File: src/rtl/i2cs_pkg.sv
package i2cs_pkg;
  typedef enum logic [2:0] {
    ST_IDLE   = 3'd0,
    ST_CNT1   = 3'd1,
    ST_CNT2   = 3'd2,
    ST_DONE   = 3'd3,
    ST_SETTLE = 3'd4
  } st_e;

  localparam int FLAG_DONE_BIT = 0;
  localparam int FLAG_COLL_BIT = 1;
endpackage

File: src/rtl/i2cs_sync.sv
module i2cs_sync #(
  parameter int STAGES = 2,
  parameter int WIDTH  = 2
) (
  input  logic             clk,
  input  logic             rst_n,
  input  logic [WIDTH-1:0] d,
  output logic [WIDTH-1:0] q
);
  logic [STAGES-1:0][WIDTH-1:0] stg;

  // released bus reads as 1, so reset to the idle level
  always_ff @(posedge clk or negedge rst_n) begin
    if (!rst_n) begin
      stg <= '1;
    end else begin
      stg[0] <= d;
      for (int i = 1; i < STAGES; i++) stg[i] <= stg[i-1];
    end
  end

  assign q = stg[STAGES-1];
endmodule

File: src/rtl/i2cs_brg.sv
module i2cs_brg #(
  parameter int W = 8
) (
  input  logic         clk,
  input  logic         rst_n,
  input  logic         load,
  input  logic         dec,
  input  logic [W-1:0] load_val,
  output logic         last
);
  logic [W-1:0] cnt_q;

  // zero reload is promoted to one so a phase never collapses
  function automatic logic [W-1:0] eff_load(input logic [W-1:0] r);
    return (r == '0) ? W'(1) : r;
  endfunction

  always_ff @(posedge clk or negedge rst_n) begin
    if (!rst_n)                   cnt_q <= '0;
    else if (load)                cnt_q <= eff_load(load_val);
    else if (dec && cnt_q != '0)  cnt_q <= cnt_q - W'(1);
  end

  assign last = (cnt_q == W'(1));

  a_r9_load_nonzero: assert property (@(posedge clk) disable iff (!rst_n)
    load |=> (cnt_q != '0));
endmodule

File: src/rtl/i2cs_fsm.sv
module i2cs_fsm
  import i2cs_pkg::*;
#(
  parameter int W          = 8,
  parameter int SETTLE_CYC = 3
) (
  input  logic         clk,
  input  logic         rst_n,
  input  logic         start_en,
  input  logic         sda_s,
  input  logic         scl_s,
  input  logic         cnt_last,
  input  logic [W-1:0] reload,
  output logic         load,
  output logic         dec,
  output logic [W-1:0] load_val,
  output logic         sda_drv,
  output logic         scl_drv,
  output logic         done_evt,
  output logic         coll_evt
);
  st_e  st_q, st_d;
  logic sda_low_evt;
  logic release_evt;

  always_comb begin
    st_d        = st_q;
    load        = 1'b0;
    dec         = 1'b0;
    load_val    = reload;
    sda_low_evt = 1'b0;
    release_evt = 1'b0;
    done_evt    = 1'b0;
    coll_evt    = 1'b0;
    unique case (st_q)
      ST_IDLE: if (start_en) begin
        if (!sda_s || !scl_s) begin
          coll_evt = 1'b1;
        end else begin
          load = 1'b1;
          st_d = ST_CNT1;
        end
      end
      ST_CNT1: begin
        if (!scl_s && sda_s) begin
          coll_evt = 1'b1;
          st_d     = ST_IDLE;
        end else if (!sda_s || cnt_last) begin
          sda_low_evt = 1'b1;
          load        = 1'b1;
          st_d        = ST_CNT2;
        end else begin
          dec = 1'b1;
        end
      end
      ST_CNT2: begin
        if (cnt_last) begin
          done_evt = 1'b1;
          st_d     = ST_DONE;
        end else begin
          dec = 1'b1;
        end
      end
      ST_DONE: if (start_en) begin
        release_evt = 1'b1;
        load        = 1'b1;
        load_val    = W'(SETTLE_CYC);
        st_d        = ST_SETTLE;
      end
      ST_SETTLE: begin
        if (cnt_last) st_d = ST_IDLE;
        else          dec  = 1'b1;
      end
      default: st_d = ST_IDLE;
    endcase
  end

  always_ff @(posedge clk or negedge rst_n) begin
    if (!rst_n) begin
      st_q    <= ST_IDLE;
      sda_drv <= 1'b1;
      scl_drv <= 1'b1;
    end else begin
      st_q <= st_d;
      if (sda_low_evt)      sda_drv <= 1'b0;
      else if (release_evt) sda_drv <= 1'b1;
      if (done_evt)         scl_drv <= 1'b0;
      else if (release_evt) scl_drv <= 1'b1;
    end
  end

  a_r2_coll_releases: assert property (@(posedge clk) disable iff (!rst_n)
    coll_evt |=> (sda_drv && scl_drv && st_q == ST_IDLE));
  a_r3_scl_after_sda: assert property (@(posedge clk) disable iff (!rst_n)
    $fell(scl_drv) |-> !$past(sda_drv));
  a_r10_done_holds: assert property (@(posedge clk) disable iff (!rst_n)
    (st_q == ST_DONE) |-> (!sda_drv && !scl_drv));
  a_r4_one_event: assert property (@(posedge clk) disable iff (!rst_n)
    !(done_evt && coll_evt));
endmodule

File: src/rtl/i2c_start_gen.sv
module i2c_start_gen
  import i2cs_pkg::*;
#(
  parameter int BRG_W       = 8,
  parameter int SYNC_STAGES = 2
) (
  input  logic             clk,
  input  logic             rst_n,
  input  logic             start_req,
  input  logic [BRG_W-1:0] reload,
  input  logic             flag_clr_we,
  input  logic [1:0]       flag_clr_data,
  input  logic             sda_in,
  input  logic             scl_in,
  output logic             sda_drv,
  output logic             scl_drv,
  output logic             start_en,
  output logic             done_flag,
  output logic             coll_flag
);
  localparam int SETTLE_CYC = SYNC_STAGES + 1;

  logic [1:0]       line_s;
  logic             sda_s, scl_s;
  logic             load, dec, cnt_last;
  logic [BRG_W-1:0] load_val;
  logic             done_evt, coll_evt;
  logic             clr_done, clr_coll;

  i2cs_sync #(.STAGES(SYNC_STAGES), .WIDTH(2)) u_sync (
    .clk(clk), .rst_n(rst_n), .d({scl_in, sda_in}), .q(line_s)
  );
  assign sda_s = line_s[0];
  assign scl_s = line_s[1];

  i2cs_brg #(.W(BRG_W)) u_brg (
    .clk(clk), .rst_n(rst_n), .load(load), .dec(dec),
    .load_val(load_val), .last(cnt_last)
  );

  i2cs_fsm #(.W(BRG_W), .SETTLE_CYC(SETTLE_CYC)) u_fsm (
    .clk(clk), .rst_n(rst_n), .start_en(start_en),
    .sda_s(sda_s), .scl_s(scl_s), .cnt_last(cnt_last), .reload(reload),
    .load(load), .dec(dec), .load_val(load_val),
    .sda_drv(sda_drv), .scl_drv(scl_drv),
    .done_evt(done_evt), .coll_evt(coll_evt)
  );

  assign clr_done = flag_clr_we && flag_clr_data[FLAG_DONE_BIT];
  assign clr_coll = flag_clr_we && flag_clr_data[FLAG_COLL_BIT];

  always_ff @(posedge clk or negedge rst_n) begin
    if (!rst_n) begin
      start_en  <= 1'b0;
      done_flag <= 1'b0;
      coll_flag <= 1'b0;
    end else begin
      if (done_evt || coll_evt) start_en <= 1'b0;
      else if (start_req)       start_en <= 1'b1;
      if (done_evt)      done_flag <= 1'b1;
      else if (clr_done) done_flag <= 1'b0;
      if (coll_evt)      coll_flag <= 1'b1;
      else if (clr_coll) coll_flag <= 1'b0;
    end
  end

  a_r2_en_drops: assert property (@(posedge clk) disable iff (!rst_n)
    coll_evt |=> (!start_en && coll_flag));
  a_r3_en_drops_done: assert property (@(posedge clk) disable iff (!rst_n)
    done_evt |=> (!start_en && !scl_drv));
  a_r7_done_sticky: assert property (@(posedge clk) disable iff (!rst_n)
    (done_flag && !clr_done) |=> done_flag);
  a_r7_coll_sticky: assert property (@(posedge clk) disable iff (!rst_n)
    (coll_flag && !clr_coll) |=> coll_flag);
  a_r8_set_wins: assert property (@(posedge clk) disable iff (!rst_n)
    (done_evt && clr_done) |=> done_flag);
endmodule

File: config.mk
export PLATFORM = sky130hd
export DESIGN_NAME = i2c_start_gen
export DESIGN_NICKNAME = d
export VERILOG_FILES = /design/src/rtl/i2cs_pkg.sv /design/src/rtl/i2cs_sync.sv /design/src/rtl/i2cs_brg.sv /design/src/rtl/i2cs_fsm.sv /design/src/rtl/i2c_start_gen.sv
export SDC_FILE = /design/constraint.sdc
export NUM_CORES = 1
export LEC_CHECK = 0
export BUFFER_PORTS_ARGS = -buffer_cell sky130_fd_sc_hd__buf_2
export CORE_MARGIN = 4
export CORE_UTILIZATION = 45
export CTS_CLUSTER_DIAMETER = 100
export DETAILED_ROUTE_END_ITERATION = 8
export GPL_TIMING_DRIVEN = 0
export PLACE_DENSITY = 0.7
export REMOVE_ABC_BUFFERS = 1
export SLEW_MARGIN = 10
export SYNTH_ARGS = -nofsm -noshare
export SYNTH_HDL_FRONTEND = slang
export SYNTH_SLANG_ARGS = --single-unit
File: constraint.sdc
create_clock -name clk -period 1.5 [get_ports clk]
set_input_delay 0.15 -clock clk [delete_from_list [all_inputs] [get_ports clk]]
set_output_delay 0.15 -clock clk [all_outputs]
set_load 0.01 [all_outputs]
After elaboration in Yosys (flattened, before gate mapping):

Cells that the tools add are included.

* reduce and logical (&&, ||, !) cells: 20
* $add $sub $neg: 1
* equality and inequality tests: 11
* muxes and demuxes: 40

Operators by type and width (count)
* 8-bit two-way mux: 5
* 1-bit two-way mux: 24
* 3-bit two-way mux: 7
* 3-bit one-hot mux with 5 select lines: 1
* 2-bit nonzero test: 6
* 8-bit by 1-bit equality test with 1-bit output, second input constant: 1
* 8-bit zero test: 1
* 8-bit nonzero test: 1
* 8-bit by 1-bit subtractor with 8-bit output, second input constant: 1
* 3-bit by 2-bit equality test with 1-bit output, second input constant: 2
* 2-bit inequality test, second input constant: 3
* 6-bit AND reduction: 1
* 1-bit logical AND: 4
* 2-bit by 1-bit inequality test with 1-bit output, second input constant: 2
* 1-bit one-hot mux with 2 select lines: 2
* 3-bit by 1-bit equality test with 1-bit output, second input constant: 1
* 3-bit equality test, second input constant: 1
* 3-bit zero test: 1
* 1-bit logical OR: 3
* 3-bit by 1-bit inequality test with 1-bit output, second input constant: 1
* 1-bit one-hot mux with 3 select lines: 1
* 1-bit zero test: 2
* 2-bit OR reduction: 1

* output and inout bits: 5
* logic and storage cells: 81
* input bits: 16
* flip-flop bits (word level): 20

Depth between registers and ports, before layout:

Gate-level depths: netlist of run 1.

* depth in word-level cells: 8
* depth in mapped cells: 8
* gate-level depth less buffers: 7

By module:

From an unflattened synthesis of run 1, not the netlist that was laid out.

* cell total of the unflattened synthesis: 125
* area, all modules: 1173.6 um^2

Modules (own cells, without submodules)
* i2cs_brg: cells an instance 61, instances 1, area an instance 551.8 um^2, seq. area each 200.2 um^2
* i2cs_fsm: cells an instance 49, instances 1, area an instance 395.4 um^2, seq. area each 127.6 um^2
* i2cs_sync: cells an instance 6, instances 1, area an instance 120.1 um^2, seq. area each 105.1 um^2
* i2c_start_gen: cells an instance 9, instances 1, area an instance 106.4 um^2, seq. area each 75.1 um^2

Least setup slack after synthesis of run 1:

No wires, ideal clock.

* path type: register to register
* from: register u_brg.cnt_q[2]
* to: register u_brg.cnt_q[0]
* period minus slack after synthesis: 1710 ps
* buffers on the path: 1
* path slack: -210 ps
* cell stages (with the launch flop): 8
* data required time: 1421 ps
* setup time: 79 ps
* arrival time: 1631 ps
* cell sequence: dfrtp_1 nor4_4 and3_2 nand2_1 a21oi_2 or2_2 buf_6 mux2i_1

* longest elaborated chain between the ends: 7
* elaborated cells on any way between the ends: 13
* classes of those cells: eq/ne: 1; mux: 8; reduce/logical: 4

RTL lines
* from (decl): RTL line i2cs_brg.sv:11 `logic [W-1:0] cnt_q;`
* from (signal assigned): RTL line i2cs_brg.sv:20 `else if (load) cnt_q <= eff_load(load_val);`
* from (signal assigned): RTL line i2cs_brg.sv:21 `else if (dec && cnt_q != '0) cnt_q <= cnt_q - W'(1);`
* 8-bit by 1-bit equality test with 1-bit output: RTL line i2cs_brg.sv:24 `assign last = (cnt_q == W'(1));`
* 1-bit logical OR: RTL line i2cs_fsm.sv:48 `end else if (!sda_s || cnt_last) begin`
* 1-bit two-way mux: RTL line i2cs_fsm.sv:48
* 1-bit two-way mux: RTL line i2cs_fsm.sv:45 `if (!scl_s && sda_s) begin`
* 1-bit one-hot mux with 2 select lines: RTL line i2cs_fsm.sv:35 `unique case (st_q)`
* 1-bit logical AND: RTL line i2cs_brg.sv:21
* 2-bit nonzero test (no line)

Parallel ways exist; a longest one is shown, timed or not.
A chain may end at the register's enable or synchronous reset.

Worst setup path in the final report of run 1:

* from: register u_brg.cnt_q[5]
* to: register u_brg.cnt_q[1]

The elaborated chain is that of the path after synthesis.

==> results of run 1 <==
worst paths after layout:
kind	startpoint	end	slack (ns)
max	u_brg.cnt_q[5]	u_brg.cnt_q[1]	-0.29
min	reload[3]	u_brg.cnt_q[3]	0.09
max reg2reg	u_brg.cnt_q[5]	u_brg.cnt_q[1]	-0.29
min reg2reg	u_sync.stg[1]	u_sync.q[1]	0.36
max in group asynchronous	rst_n	u_fsm.scl_drv	0.84
min in group asynchronous	rst_n	u_fsm.st_q[0]	0.32
sequential cells by signal, indices dropped and copies added (netlist names):
name           flops
done_flag          1
u_sync.q           2
u_fsm.st_q         3
coll_flag          1
u_brg.cnt_q        8
start_en           1
u_fsm.sda_drv      1
u_sync.stg         2
u_fsm.scl_drv      1
power by group:
group | leakage, uW | switching [uW] | internal [uW]
combinational | 0.000462 | 801 | 785
clock | 0.0000210 | 176 | 148
sequential | 0.000227 | 260 | 756
total | 0.000710 | 1240 | 1690
layout make-up:
type | count | area (sq um) | area share (%)
Tap cell | 28 | 35.03 | 2.186
Sequential cell | 20 | 513.0 | 32.01
Timing Repair Buffer | 40 | 269.0 | 16.78
Clock buffer | 4 | 36.28 | 2.264
Multi-Input combinational cell | 88 | 738.2 | 46.06
Inverter | 3 | 11.26 | 0.7026
cells in the final DEF, fill, tap and decap left out, drive strengths merged:
master	n
a2111oi	2
a21o	4
a21oi	6
a31oi	1
and2	3
and3	2
buf	37
clkbuf	4
dfrtp	14
dfstp	6
dlygate4sd3	3
ha	2
inv	3
mux2i	8
nand2	16
nand2b	1
nand3	2
nand4b	1
nor2	14
nor2b	1
nor3	5
nor3b	3
nor4	4
o211ai	1
o21ai	2
or2	1
or2b	1
or4	1
xnor2	7
metrics by stage:
stage	instance area (sq um)	worst slack, ns	util [%]	instances	power (uW)
2_1_floorplan	1089	-0.2177	-	111	1639
3_3_place_gp	1224	-0.4760	53.77	159	1848
3_5_place_dp	1224	-0.5350	53.77	159	1903
4_1_cts	1438	-0.2515	63.17	176	2484
5_1_grt	1603	-0.3314	70.42	183	3117
6_report	1603	-0.2887	70.42	183	2927
Yosys cell counts, types with 2 or more instances:
library cell  number  area [sq um]
nor3_1             5         25.02
nor4_1             2         12.51
inv_1              3         11.26
nor3b_1            3         22.52
xnor2_1            7         61.31
ha_1               2         25.02
a21o_1             3         22.52
dfstp_2            6         157.7
nand2_1           16         60.06
mux2i_1            8         80.08
and2_1             2         12.51
dfrtp_1           14         350.3
a2111oi_0          2         17.52
nor2_1            14         52.55
nand3_1            2         10.01
a21oi_1            5         25.02
logic make-up (layout without fill, tap and decap cells):
kind of cell / count (synthesis) / after routing / share of synthesized area (%)
xor+xnor: 7 / 7 / 5.549
flops: 20 / 20 / 45.98
fa+ha+maj: 2 / 2 / 2.265
mux: 8 / 8 / 7.248
buf+inv: 5 / 47 / 2.491
compound gates: 16 / 16 / 9.966
simple gates: 55 / 55 / 26.50
routing by layer:
| layer | routed length [um] | GRT usage, % | part of all wire (%) | vias to the layer above |
|---|---|---|---|---|
| met5 | 0 | 0 | 0 | - |
| met4 | 41 | 3.974 | 1.3 | 0 |
| met3 | 185 | 2.941 | 6.0 | 4 |
| met2 | 1542 | 32.58 | 50 | 42 |
| met1 | 1311 | 24.47 | 43 | 494 |
| li1 | - | - | - | 476 |
critical path, delay by kind of cell, from the launching register on:
family / cells / cell delay [ns]
AO/OA/AOI/OAI: 4 / 0.68
flip-flops: 1 / 0.43
AND/OR/NAND/NOR: 2 / 0.38
buffers and inverters: 1 / 0.17
timing repair:
item,CTS,global route
buffers inserted,10,7
resized for setup,19,25
hold buffers,3,0
endpoints found under the setup margin,13,13
hold endpoints to repair,16,0
pin swaps,9,13
==> flow_summary_export.csv, run 1 <==
group,metric,value,unit
floorplanning,start_util,48.54,%
layout,fillers,157,
placement,portBuffers,20,
synth,ys_warn_count,0,
timing,finalSetupViolCount,10,
synth,ys_seq_elements,20,
synth,ys_types,35,
clock_tree,h-tree-depth,1,
clock_tree,cts.sinks,20,
global_route,grt-ovfl-total,0,
clock_tree,cts_tree,"built",
worst_setup_path,cpPeakStageDelay,0.43,ns
routing,wl,3079,um
timing,grt_setup_unrepaired,"true",
floorplanning,core.rowCount,17,
global_route,grt_max_degree,21,
synth,postSynthCellCount,113,
worst_setup_path,arrival,1.97,ns
worst_setup_path,path_max_fanout,6,
floorplanning,dieArea,3312,sq um
routing,drt_first_pass_iters,4,
timing,relSlewSlack,69.37,%
timing,finalCritPeriodShare,119.2,%
worst_setup_path,worstSetupEndpointType,"flip-flop",
worst_setup_path,crit_chain,"nor4_4 -> buf_4 -> o211ai_1 -> o21ai_4 -> nor2_2 -> a2111oi_2 -> a21oi_1",
timing,layout_setup_ws,-0.2887,ns
worst_setup_path,cpMaxStageDelayCell,"dfrtp_1",
clock_tree,clkTransAtPathRegs,0.12,ns
global_route,grt_pass1_vias,1040,
power,vdd_drop_max,1.484,mV
placement,place.gp.congestion,0.8576,
clock_tree,numCtsBuffers,3,
power,powerDensity,1826,nW/um^2
floorplanning,die_w,57.55,um
routing,ant_nets,0,
worst_setup_path,critPathLaunchType,"flip-flop",
global_route,groute.usage.overall,18.74,%
routing,avgViaCountPerCell,5.552,
routing,vias,1016,
synth,synth_edf_count,0,
synth,ys_seq_area_share,45.98,%
floorplanning,core-area,2276,sq um
timing,whs,0.08869,ns
job,drv_cap,0,
floorplanning,fp.dieH,57.55,um
layout,antennaDiodeCount,0,
clock_tree,clockBufferDepth,2,
clock_tree,clock_latency,0.30,ns
status,outcome,"complete, but fails checks",
timing,hold_viol_final,0,
synth,synth_area,1105,sq um
worst_setup_path,crit_type,"flip-flop to flip-flop",
routing,wl_per_cell,16.83,um
layout,layout-drive-gt1-share,51.61,%
routing,route.detailed.drc,0,
worst_hold_path,holdPathStages,3,
worst_setup_path,cp_data_required_time,1.69,ns
routing,drtIter0Drc,39,
clock_tree,cts_root_buffer,"clkbuf_4",
synth,synthFlopType,"dfrtp_1",
timing,clock_skew,0.003581,ns
status,violations,"negative setup slack",
power,p_leak,0.0007096,uW
global_route,grt_first_pass_wirelength,4864,um
synth,syn_area_per_cell,9.777,sq um
timing,max_freq,559.1,MHz
layout,area_delta_synth_final,45.07,%
timing,post-route-min-period,1.789,ns
timing,setup_tns,-2.153,ns
synth,ys_async_sr_fraction,100.0,%
timing,worst_pin_slew,0.4594,ns
timing,slew_viol_final,0,
global_route,antenna_found_initial,0,
floorplanning,ios,21,
layout,nets,174,
worst_setup_path,ff2ff_path_depth,7,
placement,dp_hpwl,1815,um
worst_hold_path,hold_path.class,"input pin to flip-flop",
(Power assumes the default switching activity.)
==> inputs of run 2 (changes only) <==
Settings changed: ABC_AREA set to 1, CORE_UTILIZATION 45 to 56, PLACE_DENSITY 0.7 to 0.79.
Clock period 1.5 ns to 1.7 ns, I/O delays scaled along.
==> flow_summary_export.csv, run 2 <==
group,metric,value,unit
power,powerDensity,1864,nW/um^2
placement,portBuffers,20,
layout,layout-drive-gt1-share,30.19,%
global_route,grt_max_degree,21,
synth,synth_edf_count,0,
worst_setup_path,rr_endpoint,"u_brg.cnt_q[7]",
worst_setup_path,arrival,1.78,ns
synth,ys_seq_area_share,36.94,%
synth,synth_area_leaders,"dfrtp_1, nand2_1, dfstp_2, nand3_1, nor2_1",
worst_setup_path,crit_type,"flip-flop to flip-flop",
worst_hold_path,whs_endpoint,"start_en",
synth,postSynthCellCount,185,
clock_tree,cts_tree,"built",
layout,layout_common_cells,"nand2_1, nand3_1, buf_2, nor2_1, inv_1",
floorplanning,ios,21,
layout,final_common_cell,"nand2_1",
global_route,grt-ovfl-total,0,
timing,finalSetupViolCount,0,
floorplanning,core-area,2276,sq um
floorplanning,fp.dieH,57.55,um
worst_setup_path,critPathLaunchType,"flip-flop",
routing,ant_nets,0,
synth,synthFlopType,"dfrtp_1",
clock_tree,clock_latency,0.31,ns
worst_setup_path,path_max_fanout,11,
layout,reg_top3,"u_brg.cnt_q x8, u_fsm.st_q x3",
layout,largest_reg_flops,8,
synth,yosysMostFrequentCell,"nand2_1",
layout,regMostFlops,"u_brg.cnt_q",
clock_tree,clkTransAtPathRegs,0.12,ns
timing,slew_viol_final,0,
global_route,grt_first_pass_wirelength,4933,um
worst_setup_path,r2r_start,"u_brg.cnt_q[1]",
job,drv_cap,0,
timing,post-route-min-period,1.575,ns
routing,wl,2883,um
worst_hold_path,hold_path.class,"input pin to flip-flop",
clock_tree,cts_root_buffer,"clkbuf_4",
synth,yosysTopAreaCell,"dfrtp_1",
power,seqPwrFrac,29.1,%
clock_tree,h-tree-depth,1,
worst_setup_path,cpMaxStageDelayCell,"dfrtp_1",
synth,ys_types,29,
power,vdd_drop_max,1.178,mV
layout,antennaDiodeCount,0,
timing,whs,0.1055,ns
worst_setup_path,cp_data_required_time,1.90,ns
layout,area_delta_synth_final,16.65,%
timing,worst_pin_slew,0.4364,ns
timing,finalCritPeriodShare,92.62,%
synth,ys_async_sr_fraction,100.0,%
clock_tree,cts.sinks,20,
worst_setup_path,worstSetupEndpointType,"flip-flop",
routing,drt_first_pass_iters,4,
worst_setup_path,cpPeakStageDelay,0.41,ns
routing,wl_per_cell,12.01,um
global_route,antenna_found_initial,0,
synth,ys_warn_count,0,
worst_setup_path,path_delay_family,"simple AND/OR/NAND/NOR gates",
routing,vias,1254,
floorplanning,start_util,60.42,%
floorplanning,core.rowCount,17,
routing,avgViaCountPerCell,5.225,
timing,clock_skew,0.004344,ns
status,outcome,"finished, final reports clean",
synth,synth_top_area_share,25.48,%
power,power_switching,1418,uW
power,p_leak,0.0008662,uW
power,clkPwrFrac,13.1,%
routing,drtIter0Drc,41,
worst_setup_path,ff2ff_path_depth,11,
power,power.internal,1573,uW
timing,hold_viol_final,0,
timing,max_freq,635.1,MHz
power,power_frac_comb,57.8,%
layout,nets,231,
timing,grt_setup_unrepaired,"false",
clock_tree,clockBufferDepth,2,
worst_hold_path,holdPathStages,2,
global_route,grt_pass1_vias,1211,
power,p_sw_share,47.41,%
global_route,groute.usage.overall,18.98,%
worst_setup_path,crit_buf_inv,3,
worst_setup_path,reg2reg_slack,0.13,ns
worst_hold_path,hp-start,"start_req",
worst_setup_path,crit_chain,"inv_1 -> ha_1 -> inv_1 -> nor2_4 -> nand2_4 -> nand2_2 -> nand2_4 -> nand2_8 -> clkinv_4 -> nand3_1 -> nand2_1",
floorplanning,dieArea,3312,sq um
timing,relSlewSlack,70.91,%
floorplanning,die_w,57.55,um
synth,synth_area,1375,sq um
synth,syn_area_per_cell,7.433,sq um
routing,route.detailed.drc,0,
placement,dp_hpwl,2280,um
synth,synth_common_cells,"nand2_1, nand3_1, nor2_1, inv_1, dfrtp_1",
clock_tree,numCtsBuffers,3,
placement,place.gp.congestion,0.9356,
layout,final_core_util,70.48,%
synth,ys_seq_elements,20,
[run 2: final cells by class]
class                      instances  area, sq um
clock buffer                       3        22.52
clock inverter                     1        30.03
fill                             186        671.9
inverter                          25        102.6
multi-input combinational        138        760.7
sequential                        20        508.0
tap                               28        35.03
timing repair buffer              25        145.1
[run 2: worst reg2reg max path, stage by stage, from the launching register on]
cell and delay (ns):
dfrtp_1 0.41, inv_1 0.09, ha_1 0.15, inv_1 0.06, nor2_4 0.13, nand2_4 0.08, nand2_2 0.08, nand2_4 0.12
nand2_8 0.13, clkinv_4 0.09, nand3_1 0.07, nand2_1 0.06
[run 2: power by group through the flow]
stage | Clock, uW | Sequential, uW | Combinational [uW]
after CTS | 398 | 866 | 1650
after global routing | 423 | 895 | 1960
after global placement | 0 | 864 | 1570
final | 392 | 870 | 1730
after detailed placement | 0 | 875 | 1630
after floorplan | 0 | 860 | 1270
[run 2: worst max path at each step]
stage / slack (ns) / end / cells after the start / startpoint
3_3_place_gp: 0.02 / u_brg.cnt_q[1] / 9 / u_brg.cnt_q[0]
5_1_grt: 0.009 / u_brg.cnt_q[6] / 11 / u_brg.cnt_q[1]
2_1_floorplan: 0.21 / u_brg.cnt_q[1] / 9 / u_brg.cnt_q[0]
4_1_cts: 0.05 / u_brg.cnt_q[1] / 9 / u_brg.cnt_q[0]
3_5_place_dp: -0.02 / u_brg.cnt_q[1] / 9 / u_brg.cnt_q[0]
6_report: 0.13 / u_brg.cnt_q[7] / 11 / u_brg.cnt_q[1]
[run 2: logic make-up (layout without fill, tap and decap cells)]
kind of cell	after synthesis	count (layout)	share of synthesized area, %
AOI/OAI and AO/OA	10	10	4.276
buffers and inverters	27	54	9.099
DFF	20	20	36.94
xor gates and xnor gates	3	3	1.911
adders and majority gates	2	2	1.820
and+or+nand+nor	123	123	45.95
[run 2: through the flow]
step	TNS [ns]	cell area (sq um)	setup WS, ns	power, uW	cells
after CTS	0	1573	0.05107	2910	238
final	0	1604	0.1254	2990	240
after global routing	0	1604	0.009379	3280	240
after floorplan	0	1353	0.2122	2134	183
after detailed placement	-0.01737	1488	-0.01737	2501	231
after global placement	0	1488	0.02316	2434	231
[run 2: timing repair]
action                                 in CTS  in global routing
hold buffers                                3                  0
gates resized for setup                     2                  3
buffers inserted                            0                  2
setup endpoints to repair                   4                  8
pin swaps                                   0                  1
endpoints found under the hold margin      16                  0
[run 2: per-layer routing]
metal / global-route usage [%] / part of all wire (%) / vias up
met5: 0 / 0 / -
met1: 23.46 / 42 / 575
li1: - / - / 636
met3: 3.167 / 4.3 / 10
met2: 30.48 / 50 / 33
met4: 11.92 / 3.0 / 0
